==> config.mk <==
export PLATFORM = sky130hd
export DESIGN_NAME = pgm_port_arbiter
export DESIGN_NICKNAME = d
export VERILOG_FILES = /design/src/rtl/pgm_arb_pkg.sv /design/src/rtl/pgm_sync.sv /design/src/rtl/pgm_arb_ctrl.sv /design/src/rtl/pgm_route.sv /design/src/rtl/pgm_port_arbiter.sv
export SDC_FILE = /design/constraint.sdc
export NUM_CORES = 1
export LEC_CHECK = 0
export CORE_MARGIN = 2
export CORE_UTILIZATION = 43
export DETAILED_ROUTE_END_ITERATION = 8
export PLACE_DENSITY = 0.86
export RECOVER_POWER = 100
export SYNTH_ARGS = -nofsm -noshare
export SYNTH_HDL_FRONTEND = slang
export SYNTH_SLANG_ARGS = --single-unit
==> constraint.sdc <==
create_clock -name clk -period 1.3 [get_ports clk]
set_input_delay 0.13 -clock clk [delete_from_list [all_inputs] [get_ports clk]]
set_output_delay 0.13 -clock clk [all_outputs]
set_load 0.005 [all_outputs]
==> src/rtl/pgm_arb_pkg.sv <==
// Shared types for the dual programming port arbiter.
package pgm_arb_pkg;
    typedef enum logic [1:0] {
        OWN_NONE = 2'b00,
        OWN_STD  = 2'b01,
        OWN_ALT  = 2'b10
    } owner_e;

    localparam int PORT_BITS = 4; // entry, type, clock, data per port
endpackage

==> src/rtl/pgm_sync.sv <==
// Multi-stage synchronizer for a bundle of asynchronous inputs.
// Assumes every bit is an independent slow-changing level.
module pgm_sync #(
    parameter int WIDTH  = 8,
    parameter int STAGES = 2
) (
    input  logic             clk,
    input  logic             rst_n,
    input  logic [WIDTH-1:0] d,
    output logic [WIDTH-1:0] q
);
    logic [WIDTH-1:0] stage [STAGES];

    // Shift inputs through the synchronizer chain.
    always_ff @(posedge clk) begin
        if (!rst_n) begin
            for (int i = 0; i < STAGES; i++) stage[i] <= '0;
        end else begin
            stage[0] <= d;
            for (int i = 1; i < STAGES; i++) stage[i] <= stage[i-1];
        end
    end

    assign q = stage[STAGES-1];
endmodule

==> src/rtl/pgm_arb_ctrl.sv <==
// Ownership state machine: grants the session on a rising synchronized
// entry, standard port first on a tie, and releases when the owner's
// entry drops. Assumes all inputs are already synchronized.
module pgm_arb_ctrl
    import pgm_arb_pkg::*;
(
    input  logic   clk,
    input  logic   rst_n,
    input  logic   std_entry_s,
    input  logic   std_hv_s,
    input  logic   std_usable,
    input  logic   alt_entry_s,
    input  logic   alt_hv_s,
    input  logic   alt_usable,
    output owner_e owner,
    output logic   sess_hv
);
    logic std_prev, alt_prev;
    logic std_rise, alt_rise;

    assign std_rise = std_entry_s & ~std_prev;
    assign alt_rise = alt_entry_s & ~alt_prev;

    // Track previous entry levels and update the owner.
    always_ff @(posedge clk) begin
        if (!rst_n) begin
            std_prev <= 1'b0;
            alt_prev <= 1'b0;
            owner    <= OWN_NONE;
            sess_hv  <= 1'b0;
        end else begin
            std_prev <= std_entry_s;
            alt_prev <= alt_entry_s;
            case (owner)
                OWN_NONE: begin
                    if (std_rise && std_usable) begin
                        owner   <= OWN_STD;
                        sess_hv <= std_hv_s;
                    end else if (alt_rise && alt_usable) begin
                        owner   <= OWN_ALT;
                        sess_hv <= alt_hv_s;
                    end
                end
                OWN_STD: begin
                    if (!std_entry_s) begin
                        owner   <= OWN_NONE;
                        sess_hv <= 1'b0;
                    end
                end
                OWN_ALT: begin
                    if (!alt_entry_s || !alt_usable) begin
                        owner   <= OWN_NONE;
                        sess_hv <= 1'b0;
                    end
                end
                default: begin
                    owner   <= OWN_NONE;
                    sess_hv <= 1'b0;
                end
            endcase
        end
    end
endmodule

==> src/rtl/pgm_route.sv <==
// Combinational routing: owner's clock/data to the engine, engine
// data/enable back to the owner's pins only. Assumes a legal owner code.
module pgm_route
    import pgm_arb_pkg::*;
(
    input  owner_e owner,
    input  logic   std_clk_s,
    input  logic   std_dat_s,
    input  logic   alt_clk_s,
    input  logic   alt_dat_s,
    input  logic   eng_dat_out,
    input  logic   eng_dat_oe,
    output logic   eng_clk,
    output logic   eng_dat,
    output logic   std_dat_out,
    output logic   std_dat_oe,
    output logic   alt_dat_out,
    output logic   alt_dat_oe
);
    logic own_std, own_alt;

    assign own_std = (owner == OWN_STD);
    assign own_alt = (owner == OWN_ALT);

    // Select the session clock and data from the owning port.
    always_comb begin
        eng_clk = 1'b0;
        eng_dat = 1'b0;
        if (own_std) begin
            eng_clk = std_clk_s;
            eng_dat = std_dat_s;
        end else if (own_alt) begin
            eng_clk = alt_clk_s;
            eng_dat = alt_dat_s;
        end
    end

    // Forward engine drive only to the owning port.
    always_comb begin
        std_dat_oe  = own_std & eng_dat_oe;
        std_dat_out = own_std & eng_dat_out;
        alt_dat_oe  = own_alt & eng_dat_oe;
        alt_dat_out = own_alt & eng_dat_out;
    end
endmodule

==> src/rtl/pgm_port_arbiter.sv <==
// Top of the dual programming port arbiter. Holds the alternate-port
// enable bit (set on reset), synchronizes both ports and ties together
// the ownership control and the routing. Assumes pins are split into
// separate in/out/enable signals by the pad ring.
module pgm_port_arbiter
    import pgm_arb_pkg::*;
#(
    parameter int SYNC_STAGES = 2
) (
    input  logic       clk,
    input  logic       rst_n,
    input  logic       cfg_wr,
    input  logic       cfg_alt_en,
    input  logic       std_pins_reassigned,
    input  logic       std_entry,
    input  logic       std_hv,
    input  logic       std_clk,
    input  logic       std_dat_in,
    output logic       std_dat_out,
    output logic       std_dat_oe,
    input  logic       alt_entry,
    input  logic       alt_hv,
    input  logic       alt_clk,
    input  logic       alt_dat_in,
    output logic       alt_dat_out,
    output logic       alt_dat_oe,
    input  logic       eng_dat_out,
    input  logic       eng_dat_oe,
    output logic       eng_clk,
    output logic       eng_dat,
    output logic [1:0] owner,
    output logic       session_active,
    output logic       session_hv
);
    localparam int BUNDLE = 2 * PORT_BITS;

    logic              alt_en_q;
    logic [BUNDLE-1:0] raw_bus, sync_bus;
    owner_e            owner_q;

    // Alternate-port enable bit; defaults to enabled.
    always_ff @(posedge clk) begin
        if (!rst_n)      alt_en_q <= 1'b1;
        else if (cfg_wr) alt_en_q <= cfg_alt_en;
    end

    assign raw_bus = {alt_dat_in, alt_clk, alt_hv, alt_entry,
                      std_dat_in, std_clk, std_hv, std_entry};

    pgm_sync #(.WIDTH(BUNDLE), .STAGES(SYNC_STAGES)) u_sync (
        .clk   (clk),
        .rst_n (rst_n),
        .d     (raw_bus),
        .q     (sync_bus)
    );

    pgm_arb_ctrl u_ctrl (
        .clk         (clk),
        .rst_n       (rst_n),
        .std_entry_s (sync_bus[0]),
        .std_hv_s    (sync_bus[1]),
        .std_usable  (~std_pins_reassigned),
        .alt_entry_s (sync_bus[4]),
        .alt_hv_s    (sync_bus[5]),
        .alt_usable  (alt_en_q),
        .owner       (owner_q),
        .sess_hv     (session_hv)
    );

    pgm_route u_route (
        .owner       (owner_q),
        .std_clk_s   (sync_bus[2]),
        .std_dat_s   (sync_bus[3]),
        .alt_clk_s   (sync_bus[6]),
        .alt_dat_s   (sync_bus[7]),
        .eng_dat_out (eng_dat_out),
        .eng_dat_oe  (eng_dat_oe),
        .eng_clk     (eng_clk),
        .eng_dat     (eng_dat),
        .std_dat_out (std_dat_out),
        .std_dat_oe  (std_dat_oe),
        .alt_dat_out (alt_dat_out),
        .alt_dat_oe  (alt_dat_oe)
    );

    assign owner          = owner_q;
    assign session_active = (owner_q != OWN_NONE);
endmodule

==> results of run 1 <==
-- repair_timing --
item,in CTS,in global routing
setup endpoints to repair,11,11
buffers inserted,9,1
pin swaps,7,8
resized for setup,49,2
hold buffers,0,0
-- synth_stat cells --
master and number:
sky130_fd_sc_hd__or2_1 2, sky130_fd_sc_hd__nor2b_1 2, sky130_fd_sc_hd__a32oi_2 1, sky130_fd_sc_hd__nand2_1 3, sky130_fd_sc_hd__inv_1 1, sky130_fd_sc_hd__nor3b_2 1
sky130_fd_sc_hd__a22o_1 2, sky130_fd_sc_hd__clkbuf_1 1, sky130_fd_sc_hd__buf_4 1, sky130_fd_sc_hd__o21ai_1 1, sky130_fd_sc_hd__a21oi_1 1, sky130_fd_sc_hd__or3_1 1
sky130_fd_sc_hd__and2_2 1, sky130_fd_sc_hd__and2_1 21, sky130_fd_sc_hd__dfxtp_1 22, sky130_fd_sc_hd__nor3b_1 1, sky130_fd_sc_hd__a211oi_1 1, sky130_fd_sc_hd__nor2_1 3
sky130_fd_sc_hd__mux2i_1 3
-- sequential cells by signal, summed over array words and instances, names as in the netlist --
register,count
u_ctrl.alt_prev,1
alt_en_q,1
u_ctrl.owner,2
u_ctrl.sess_hv,1
u_sync.stage,16
u_ctrl.std_prev,1
-- power by group --
group,switching (mW),total (mW),internal (mW)
sequential,0.0129,0.715,0.702
combinational,0.0507,0.149,0.0981
clock,0.178,0.285,0.108
total,0.241,1.15,0.908
-- logic make-up after synthesis --
group | Yosys count
AOI/OAI and AO/OA | 6
buffers and inverters | 3
DFF | 22
muxes | 3
and+or+nand+nor | 35
-- path summary, 6_finish.rpt --
kind	cells after the start	start	endpoint	slack, ps
worst max-delay path	6	u_ctrl.owner[1]	u_ctrl.sess_hv	-160
worst min-delay path	2	alt_clk	u_sync.stage[0][6]	400
worst min register to register	1	u_sync.stage[0][4]	u_sync.stage[0][12]	440
worst max register to register	6	u_ctrl.owner[1]	u_ctrl.sess_hv	-160
-- per-layer routing --
layer  part of all wire (%)  vias to the layer above  wire length [um]  track usage (%)
met1                     35                      273               577            14.39
met4                    4.2                        0                69            16.57
li1                       -                      300                 -                -
met5                      0                        -                 0                0
met3                    5.7                        6                93            4.365
met2                     55                       27               890            29.86
-- area by class of cell --
| cell class | count | area [sq um] | share of cell area, % |
|---|---|---|---|
| clock buffers | 3 | 22.52 | 1.917 |
| flip-flops and latches | 22 | 445.4 | 37.91 |
| well taps | 17 | 21.27 | 1.810 |
| repair buffers | 38 | 344.1 | 29.29 |
| inverters | 1 | 3.754 | 0.3195 |
| multi-input cells | 44 | 337.8 | 28.75 |
-- per-stage QoR --
| stage | std cells | hold WS (ps) | utilization, % | worst slack (ps) |
|---|---|---|---|---|
| 2_1_floorplan | 69 | 257.3 | - | 84.16 |
| 3_3_place_gp | 112 | 413.7 | 60.96 | -128.1 |
| 3_5_place_dp | 112 | 418.4 | 60.96 | -192.9 |
| 4_1_cts | 124 | 394.0 | 68.96 | -138.0 |
| 5_1_grt | 125 | 412.7 | 69.56 | -203.1 |
| 6_report | 125 | 404.3 | 69.56 | -156.6 |
==> results by group, run 1 <==
Status
  – Status: complete, but fails checks
  – Violations in the final reports: negative setup slack

Floorplanning
  – Number of top-level pins: 25
  – Height of the die: 45.75 um
  – Floorplan row count: 15
  – Area of the die: 2093 sq um
  – DIE WIDTH: 45.75 um
  – Starting density of the core: 44.37%
  – Area inside the core boundary: 1689 sq um

STA
  – RSZ-0062 raised after global routing: yes
  – Transition time of the tightest slew-check pin: 620.1 ps
  – Setup Total Neg Slack: -536.2 ps
  – Clock Skew: 2.170 ps
  – Final critical-path setup slack: -156.6 ps
  – Achievable frequency: 686.5 MHz
  – Endpoints failing hold: 0
  – Total setup violations reported at the end of the flow: 8
  – Crit path time final: 1457 ps
  – Slew Limit Headroom: 58.66%
  – Final Max Slew Viols: 0
  – Final Cycle Share: 112.0%

Clock tree
  – Total clock sinks: 22
  – TritonCTS clock tree: built
  – Root buffer selected by CTS: sky130_fd_sc_hd__clkbuf_4
  – Worst skew pair latency: 290 ps
  – Number of buffers on the longest clock path: 2
  – Level count of the clock H-tree: 1
  – Worst-path clk slew: 110 ps
  – Number of buffers added by the clock tree synthesis step: 3

Drt
  – Post-DR vias/cell: 4.848
  – Detailed Route Iter0 Violations: 6
  – Drt wl/cell: 13.05 um
  – Routed Wire Length: 1.631 mm
  – Post-DRT Antenna Nets: 0
  – Number of vias after detailed routing: 606
  – DRT Pass-1 Iters: 4
  – Number of remaining DRC errors: 0

Worst setup path
  – Nature of the critical path endpoint: flip-flop
  – Kind of critical path: reg2reg
  – Worst path top cell family by delay: simple AND/OR/NAND/NOR gates
  – Largest incremental delay on the critical path: 340 ps
  – Signal arrival time at the worst endpoint: 1690 ps
  – Combined buffer and inverter count along the critical path: 2
  – Worst-path cell chain: buf_6 -> buf_6 -> or2_4 -> or2_4 -> o21ai_2 -> mux2i_1
  – Cell with the largest stage delay on the worst path: sky130_fd_sc_hd__dfxtp_2
  – Critical path data required time: 1530 ps
  – Crit path launch type: flip-flop
  – Critical Path Fanout Max: 3

Synth
  – Synthesized-area fraction occupied by adder cells: 0%
  – Compound-gate portion of the synthesized area: 6.845%
  – Multiplexer area fraction after synthesis: 4.007%
  – Synthesized area per cell: 10.86 sq um
  – Cell Area, Synth: 749.5 sq um
  – Cell types occupying the most area after synthesis: sky130_fd_sc_hd__dfxtp_1 (59%), sky130_fd_sc_hd__and2_1 (18%), sky130_fd_sc_hd__mux2i_1 (4.0%)
  – Dominant combinational cell family by area after synthesis: simple AND/OR/NAND/NOR gates
  – Cells after synthesis: 69
  – Share of the synthesized area in the top cell type: 58.76%
  – Yosys cell types: 19
  – Post-synthesis sequential element count: 22
  – Cell taking the most area after synthesis: sky130_fd_sc_hd__dfxtp_1
  – Share of the yosys chip area belonging to registers: 58.76%
  – Syn_nets: 84
  – Post-Synth Simple-Gate Area: 28.38%
  – Post-synthesis share of cell area spent on xor and xnor gates: 0%
  – Warnings from Yosys: 0

Finish
  – Antenna Diode Count: 0
  – Share of cells above drive strength 1: 32.41%
  – Most frequent cells in the layout: sky130_fd_sc_hd__dfxtp_1 (20), sky130_fd_sc_hd__clkdlybuf4s50_1 (15), sky130_fd_sc_hd__and2_1 (13)
  – Post-Layout Inst Area: 1175 sq um
  – Number of filler instances in the final layout: 126
  – Most common cell after layout, fill and taps aside: sky130_fd_sc_hd__dfxtp_1
  – Signed area change from the synthesized netlist to the final layout: 56.76%
  – # nets final: 125

Global routing
  – Pin count of the biggest net entering global routing: 21
  – Final global-route overflow total: 0
  – First-pass GRT wire length: 2.297 mm
  – Tot GR Track Use: 16.72%
  – Number of antenna violations at the first check in global routing: 0
  – Number of global-route vias before repair: 568

Power
  – VDD IR-drop max: 0.0007272 V
  – Overall Power: 1.149 mW
  – Pwr Density: 977.8 nW/um^2
  – Lkg Pwr: 0.5244 nW

Place
  – Count of input and output buffers: 24
  – Cell area reported after detailed placement: 1030 sq um
  – GPL Wtd Cong: 0.7864
  – Post-detailed-placement half-perimeter wirelength: 955.8 um

Flow run
  – Number of max-cap violations: 0

Worst hold path
  – HP Class: in2reg
(Power assumes the default switching activity.)
==> run 2: changes to the inputs <==
- CORE_UTILIZATION: 43 -> 44
- PLACE_DENSITY: 0.86 -> 0.85
- SYNTH_HIERARCHICAL: default -> 1
==> results by group, run 2 <==
Status
  – Status: complete, but fails checks
  – Violations in the final reports: negative setup slack

Finish
  – Antenna Diode Count: 0
  – Share of cells above drive strength 1: 39.09%
  – Biggest regs: u_sync/stage (16), u_ctrl/owner (2)
  – Post-route core utilization: 67.31%
  – Top register by number of flip-flops: u_sync/stage
  – Layout Cells excl Fill: 135
  – Number of flip-flops in the largest register: 16
  – Most frequent cells in the layout: sky130_fd_sc_hd__dfxtp_1 (20), sky130_fd_sc_hd__clkdlybuf4s50_1 (13), sky130_fd_sc_hd__and2_2 (12)
  – Signed area change from the synthesized netlist to the final layout: 41.64%
  – # nets final: 126
  – Most common cell after layout, fill and taps aside: sky130_fd_sc_hd__dfxtp_1

Worst setup path
  – Critical Path Fanout Max: 3
  – Combined buffer and inverter count along the critical path: 2
  – Crit path launch type: flip-flop
  – Largest incremental delay on the critical path: 370 ps
  – Cell with the largest stage delay on the worst path: sky130_fd_sc_hd__dfxtp_2
  – Signal arrival time at the worst endpoint: 1310 ps
  – Nature of the critical path endpoint: output port
  – Worst-path cell chain: and2b_1 -> buf_4 -> a22o_1 -> buf_2
  – Worst r2r src: u_ctrl/owner[0]
  – RR Endpoint: u_ctrl/sess_hv
  – Worst path top cell family by delay: flip-flops
  – Kind of critical path: reg2out
  – Critical path data required time: 1170 ps
  – R2r worst-path depth: 6
  – Setup slack of the most critical reg-to-reg path: 0 ps

Synth
  – Most frequently used cell type in the post-synthesis netlist: sky130_fd_sc_hd__dfxtp_1
  – Compound-gate portion of the synthesized area: 6.269%
  – Cells after synthesis: 80
  – Cell types occupying the most area after synthesis: sky130_fd_sc_hd__dfxtp_1 (53%), sky130_fd_sc_hd__and2_2 (11%), sky130_fd_sc_hd__and2_1 (7.5%)
  – Synth Flop Type: sky130_fd_sc_hd__dfxtp_1
  – Dominant combinational cell family by area after synthesis: simple AND/OR/NAND/NOR gates
  – Synthesized-area fraction occupied by adder cells: 0%
  – Syn_nets: 95
  – Post-synth EDFFs: 0
  – Synthesized area per cell: 10.48 sq um
  – Post-synthesis share of cell area spent on xor and xnor gates: 0%
  – Cell taking the most area after synthesis: sky130_fd_sc_hd__dfxtp_1
  – Yosys cell types: 22
  – Multiplexer area fraction after synthesis: 3.731%
  – Share of the synthesized area in the top cell type: 52.54%
  – Share of synthesized registers carrying an async set or reset: 0%
  – Cell Area, Synth: 838.3 sq um
  – Cell types with the highest counts after synthesis: sky130_fd_sc_hd__dfxtp_1 (22), sky130_fd_sc_hd__and2_2 (12), sky130_fd_sc_hd__and2_1 (10)
  – Post-synthesis sequential element count: 22
  – Share of the yosys chip area belonging to registers: 52.54%
  – Post-Synth Simple-Gate Area: 27.16%
  – Warnings from Yosys: 6

Power
  – VDD IR-drop max: 0.0008728 V
  – Overall Power: 1.358 mW
  – Pwr Density: 1144 nW/um^2
  – Lkg Pwr: 0.5531 nW

Global routing
  – Pin count of the biggest net entering global routing: 15
  – Tot GR Track Use: 14.83%
  – First-pass GRT wire length: 2.290 mm
  – Final global-route overflow total: 0
  – Number of antenna violations at the first check in global routing: 0
  – Number of global-route vias before repair: 554

Place
  – Count of input and output buffers: 24
  – Post-placement cell count: 124
  – GPL Wtd Cong: 0.6705
  – Post-detailed-placement half-perimeter wirelength: 1.057 mm

Worst hold path
  – Hold path startpoint: std_clk
  – Worst min-delay path endpoint: u_sync/stage[0][2]
  – Worst hold path cell count: 2
  – HP Class: in2reg

Clock tree
  – TritonCTS clock tree: built
  – Root buffer selected by CTS: sky130_fd_sc_hd__clkbuf_4
  – Worst skew pair latency: 300 ps
  – Worst-path clk slew: 110 ps
  – Total clock sinks: 22
  – Number of buffers on the longest clock path: 2
  – Number of buffers added by the clock tree synthesis step: 3
  – Level count of the clock H-tree: 1

Floorplanning
  – Floorplan row count: 15
  – Starting density of the core: 47.52%
  – Number of top-level pins: 25
  – Area of the die: 2271 sq um
  – DIE WIDTH: 47.65 um
  – Area inside the core boundary: 1764 sq um
  – Height of the die: 47.65 um

Flow run
  – Number of max-cap violations: 0

Drt
  – Number of remaining DRC errors: 0
  – Metal3 WL: 100 um
  – WL met2: 880 um
  – Routed Wire Length: 1.597 mm
  – Post-DRT Antenna Nets: 0
  – Post-DR vias/cell: 4.541
  – Number of vias after detailed routing: 613
  – Metal-1 WL: 580 um
  – Drt wl/cell: 11.83 um
  – DRT Pass-1 Iters: 4
  – Detailed Route Iter0 Violations: 9
  – Top routing layer used: met4

STA
  – Final Max Slew Viols: 0
  – Achievable frequency: 694.4 MHz
  – Total setup violations reported at the end of the flow: 4
  – RSZ-0062 raised after global routing: yes
  – Final Cycle Share: 110.8%
  – Endpoints failing hold: 0
  – Crit path time final: 1440 ps
  – Clock Skew: 2.253 ps
  – Worst slack on hold paths: 417.8 ps
  – Transition time of the tightest slew-check pin: 370.4 ps
  – Setup Total Neg Slack: -356.6 ps
  – Slew Limit Headroom: 75.31%
  – Final critical-path setup slack: -140.0 ps
-- run 2: cell count changes in the layout (fill, tap and decap cells not counted), sizes merged, moves of 2 or more --
cell,delta
buf,-6
clkdlybuf4s50,-2
clkbuf,+3
inv,+3
-- run 2: layout make-up --
class | count | area, sq um
flip-flops and latches | 22 | 445.4
clock inverters | 1 | 30.03
inverters | 4 | 15.01
repair buffers | 35 | 301.5
fillers | 161 | 576.8
well taps | 25 | 31.28
clock buffers | 3 | 22.52
multi-input cells | 45 | 341.6
-- run 2: where the power goes --
group | leakage (nW) | total (mW) | switching (mW) | internal [mW]
clock | 0.0279 | 0.508 | 0.197 | 0.311
combinational | 0.343 | 0.137 | 0.0484 | 0.0885
sequential | 0.183 | 0.713 | 0.0113 | 0.702
total | 0.553 | 1.36 | 0.256 | 1.10
-- run 2: worst max path at each step --
| stage | startpoint | to | slack, ps | depth (start not counted) |
|---|---|---|---|---|
| after floorplan | u_ctrl/owner[0] | u_ctrl/owner[1] | 130 | 4 |
| after global routing | u_ctrl/owner[1] | eng_clk | -210 | 4 |
| final | u_ctrl/owner[1] | eng_clk | -140 | 4 |
| after CTS | u_ctrl/owner[1] | eng_dat | -130 | 4 |
| after global placement | eng_dat_oe | alt_dat_oe | -30 | 3 |
| after detailed placement | u_ctrl/owner[0] | u_ctrl/owner[1] | -100 | 5 |
-- run 2: logic make-up after synthesis --
kind of cell,after synthesis
AOI/OAI and AO/OA,7
DFF,22
muxes,3
and+or+nand+nor,35
buffers and inverters,13
-- run 2: timing repair --
item | CTS | global route
hold buffers | 0 | 0
pin swaps | 4 | 1
gates resized for setup | 36 | 8
buffers inserted | 6 | 1
endpoints found under the hold margin | 0 | 0
endpoints found under the setup margin | 11 | 9
-- run 2: layer usage --
layer | vias to the layer above | track usage (%)
met3 | 4 | 2.642
met1 | 275 | 15.19
met2 | 25 | 28.11
met4 | 0 | 8.108
met5 | - | 0
li1 | 309 | -
-- run 2: through the flow --
step / setup slack, ps / area [sq um]
4_1_cts: -131.8 / 1174
3_3_place_gp: -26.89 / 1069
5_1_grt: -206.1 / 1187
3_5_place_dp: -102.7 / 1069
6_report: -140.0 / 1187
2_1_floorplan: 132.3 / 838.3
-- run 2: worst reg2reg max path: cells and delay by family, from the launching register on --
kind / cells / cell delay (ps)
multiplexers: 1 / 200
flip-flops: 1 / 380
buffers and inverters: 2 / 260
AO/OA/AOI/OAI: 1 / 140
AND/OR/NAND/NOR: 2 / 250
